**config.mk**
```make
export PLATFORM = sky130hd
export DESIGN_NAME = lutram_cfg
export DESIGN_NICKNAME = d
export VERILOG_FILES = /design/src/rtl/lutram_cfg.sv
export SDC_FILE = /design/constraint.sdc
export NUM_CORES = 1
export LEC_CHECK = 0
export BUFFER_PORTS_ARGS = -buffer_cell sky130_fd_sc_hd__buf_2
export CAP_MARGIN = 20
export CORE_UTILIZATION = 40
export DETAILED_ROUTE_END_ITERATION = 16
export PLACE_DENSITY_LB_ADDON = 0.15
export SYNTH_ARGS = -nofsm -noshare
export SYNTH_HDL_FRONTEND = slang
export SYNTH_SLANG_ARGS = --single-unit
```
**constraint.sdc**
```tcl
create_clock -name clk -period 3.6 [get_ports clk]
set_clock_uncertainty 0.1 [all_clocks]
set_input_delay 0.18 -clock clk [delete_from_list [all_inputs] [get_ports clk]]
set_output_delay 0.18 -clock clk [all_outputs]
set_load 0.02 [all_outputs]
```
**src/rtl/lutram_cfg.sv**
```systemverilog
module lutram_cfg #(
  parameter int ABITS = 4,
  parameter logic [(1<<ABITS)-1:0] INIT_LO = '0,
  parameter logic [(1<<ABITS)-1:0] INIT_HI = '0
) (
  input  logic             clk,
  input  logic [1:0]       mode,
  input  logic             we,
  input  logic [ABITS:0]   waddr,
  input  logic [ABITS-1:0] raddr,
  input  logic [1:0]       din,
  output logic [1:0]       dout
);
  localparam int DEPTH = 1 << ABITS;
  localparam logic [1:0] M_DEEP = 2'd1;
  localparam logic [1:0] M_DUAL = 2'd2;

  logic [DEPTH-1:0] mem_lo = INIT_LO;
  logic [DEPTH-1:0] mem_hi = INIT_HI;

  wire [ABITS-1:0] idx  = waddr[ABITS-1:0];
  wire             bank = waddr[ABITS];
  wire             deep = (mode == M_DEEP);
  wire             dual = (mode == M_DUAL);

  wire [DEPTH-1:0] hot    = DEPTH'(1) << idx;
  wire             en_lo  = we & ~(deep & bank);
  wire             en_hi  = we & ~(deep & ~bank);
  wire             bit_lo = din[0];
  wire             bit_hi = (deep | dual) ? din[0] : din[1];

  always_ff @(posedge clk) begin
    for (int i = 0; i < DEPTH; i++) begin
      if (en_lo && hot[i]) mem_lo[i] <= bit_lo;
      if (en_hi && hot[i]) mem_hi[i] <= bit_hi;
    end
  end

  wire rd_lo   = mem_lo[idx];
  wire rd_hi_w = mem_hi[idx];
  wire rd_hi_r = mem_hi[raddr];

  assign dout[0] = (deep && bank) ? rd_hi_w : rd_lo;
  assign dout[1] = deep ? 1'b0 : (dual ? rd_hi_r : rd_hi_w);
endmodule

```
==> metrics.md <==
| Metric | Value |
|---|---|
| Slew Viols, Final | 0 |
| Drt initial violations | 34 |
| Largest net degree at the start of global routing | 18 |
| Overall fraction of global-route tracks in use | 17.68% |
| Measured slew at the worst slew-check pin | 343.0 ps |
| CTS root buffer | clkbuf_8 |
| Clock slew seen by the registers of the worst setup and hold paths | 70 ps |
| First-pass GRT wire length | 5.271 mm |
| Clk sinks | 32 |
| GRT overflow | 0 |
| Top cell type's share of synthesized area | 58.09% |
| Sequential cell area | 960.9 µm² |
| Post-DR wirelength/cell | about 18 µm |
| Register area share after synthesis | 58.09% |
| #FFs+latches synth | 32 |
| Final period util | 65.32% |
| Area Growth Syn to Fin | 13.01% |
| Worst path arrival time | 2070 ps |
| Max Freq | 425.3 MHz |
| # IOs | 17 |
| Synthesized area per cell | 14.14 µm² |
| Setup crit end kind | output pin |
| Die H | 66.31 µm |
| Synthesized area | 0.001654 mm² |
| VDD IR max | 227.0 µV |
| Final Hold Viols | 0 |
| Post-CTS setup buffer count | 0 |
| Post-synth EDFFs | 32 |
| Clock network power share | 39.9% |
| Crit path time final | 2351 ps |
| Synth cell types | 22 |
| Via count | around 1,000 |
| Required time at the worst-slack endpoint | 3320 ps |
| Top post-synthesis cells by count | nor2_1 (33), edfxtp_1 (32), mux4_2 (10) |
| Post-synth ARST share | 0% |
| Power Density | between 400 and 500 mW/mm² |
| CP Cell Sequence | mux4_1, mux4_2, mux2_4, buf_2 |
| Syn_nets | 134 |
| Post-placement cell count | 175 |
| Die footprint | 0.004396 mm² |
| LEAKAGE | 0.6532 nW |
| Final routed DRC violation total | 0 |
| Power, Total | ~850 µW |
| Largest stage delay on the critical path | approximately 520 ps |
| Max-Cap Viols | 0 |
| Status | finished clean |
| Sw Pwr | 187.4 µW |
| Internal cell power | ~660 µW |
| Initial DRT Pass Iterations | 4 |
| Starting Density | 41.65% |
| Hpwl dp | 2.464 mm |
| Row count | 23 |
| Critical Path Fanout Max | 1 |
| Count leader, synth | nor2_1 |
| Finished Layout Cells | 183 |
| H-Tree Depth | 2 |
| Yosys top cell by area | edfxtp_1 |
| Routed Wire Length | between 3 and 4 mm |
| Switching Fraction | 22.03% |
| Yosys warning total | 0 |
| Hold WC Path Type | in -> reg |
| Mapped Cells | around 120 |
| Die width | 66.31 µm |
| Crit path max-delay family | multiplexers |
| Top post-synthesis cells by area | edfxtp_1 (58%), mux4_2 (14%), nor2_1 (7.5%), mux4_1 (4.8%), mux2i_1 (3.6%) |
| CP max-delay cell | mux4_1 |
| Share of layout cells above drive strength 1 | 28.57% |
| Worst path bufs/invs | 1 |
| # hold bufs at CTS | 0 |
| Share of power burned in registers | between 40% and 50% |
| Final ANT Viol Nets | 0 |
| Core Area | 0.003971 mm² |
| Setup-failing EPs final | 0 |
| CTS Buf Count | 5 |
| N_diodes | 0 |
| Number of global-route vias before repair | 1,074 |
| Port Buffers | 16 |
| Post-cts sizing count | 0 |
| Setup TNS | 0 ps |
| Initial antenna violation count | 0 |
| Relative slew slack | between 70% and 80% |
| Net count, final | 149 |
| Footprint of the multi-input gates | 646.9 µm² |
| Comb power frac | a little over a tenth |
| Startpoint Class | flip-flop |
| Kind of critical path | reg -> out |
| RePlAce Congestion | ~0.75 |
| DR vias/cell | 5.464 |
| Fillers | 370 |
| RSZ-0062 raised after global routing | no |
| Main synth FF type | edfxtp_1 |
| Longest Clk Path Bufs | 2 |
| CTS tree | built |
[power by group through the flow]
stage / logic (mW) / registers, mW / clock network (mW)
floorplan: 0.0618 / 0.430 / 0
global placement: 0.0865 / 0.431 / 0
detailed placement: 0.0894 / 0.431 / 0
CTS: 0.0897 / 0.423 / 0.342
global route: 0.0963 / 0.423 / 0.359
finish: 0.0884 / 0.423 / 0.339
[placed cells by master, fill, tap and decap left out, drive strengths merged]
master	n
inv	2
nand3	4
clkinv	1
nor2	33
clkinvlp	1
buf	16
bufinv	1
mux4	13
nand2b	3
a21oi	1
or2	1
and2b	1
mux2	2
ha	2
nand2	4
edfxtp	32
mux2i	6
clkbuf	5
nand4	2
nor2b	2
a22o	1
[area by class of cell]
cell class,instances,share of cell area (%)
tap,50,3.347
sequential,32,51.41
multi-input combinational,75,34.61
inverter,2,0.4016
clock buffer,5,3.681
timing repair buffer,16,4.284
clock inverter,3,2.276
[per-stage QoR]
step | hold WS [ps] | instance area [µm²] | setup WS [ps] | utilization [%]
after floorplan | 178.9 | 1654 | 1598 | -
after global placement | 472.4 | 1758 | 1457 | 44.27
after detailed placement | 477.2 | 1758 | 1413 | 44.27
after CTS | 176.1 | 1869 | 1239 | 47.07
after global routing | 196.1 | 1869 | 1196 | 47.07
final | 176.0 | 1869 | 1249 | 47.07
[registers in the layout, summed over array words and instances (netlist names)]
signal and flops:
mem_lo 16, mem_hi 16
[final timing paths]
kind | startpoint | to | slack, ps | depth (start not counted)
worst max-delay path | mem_lo[1]$_DFFE_PP_ | dout[0] | 1250 | 4
worst min-delay path | din[0] | mem_lo[5]$_DFFE_PP_ | 180 | 1
[layer usage]
metal	vias to the layer above	share of wire [%]	GRT usage, %
li1	467	-	-
met1	514	41	19.18
met4	0	1.6	6.383
met2	13	54	32.65
met3	6	2.8	4.655
met5	-	0	0
[cells by family after synthesis]
logic type | count (synthesis) | synth area share (%)
fa+ha+maj | 2 | 1.513
simple gates | 50 | 13.16
mux | 21 | 23.60
flops | 32 | 58.09
compound gates | 2 | 0.8319
buf+inv | 10 | 2.799
Power figures use the tool's default switching activity.
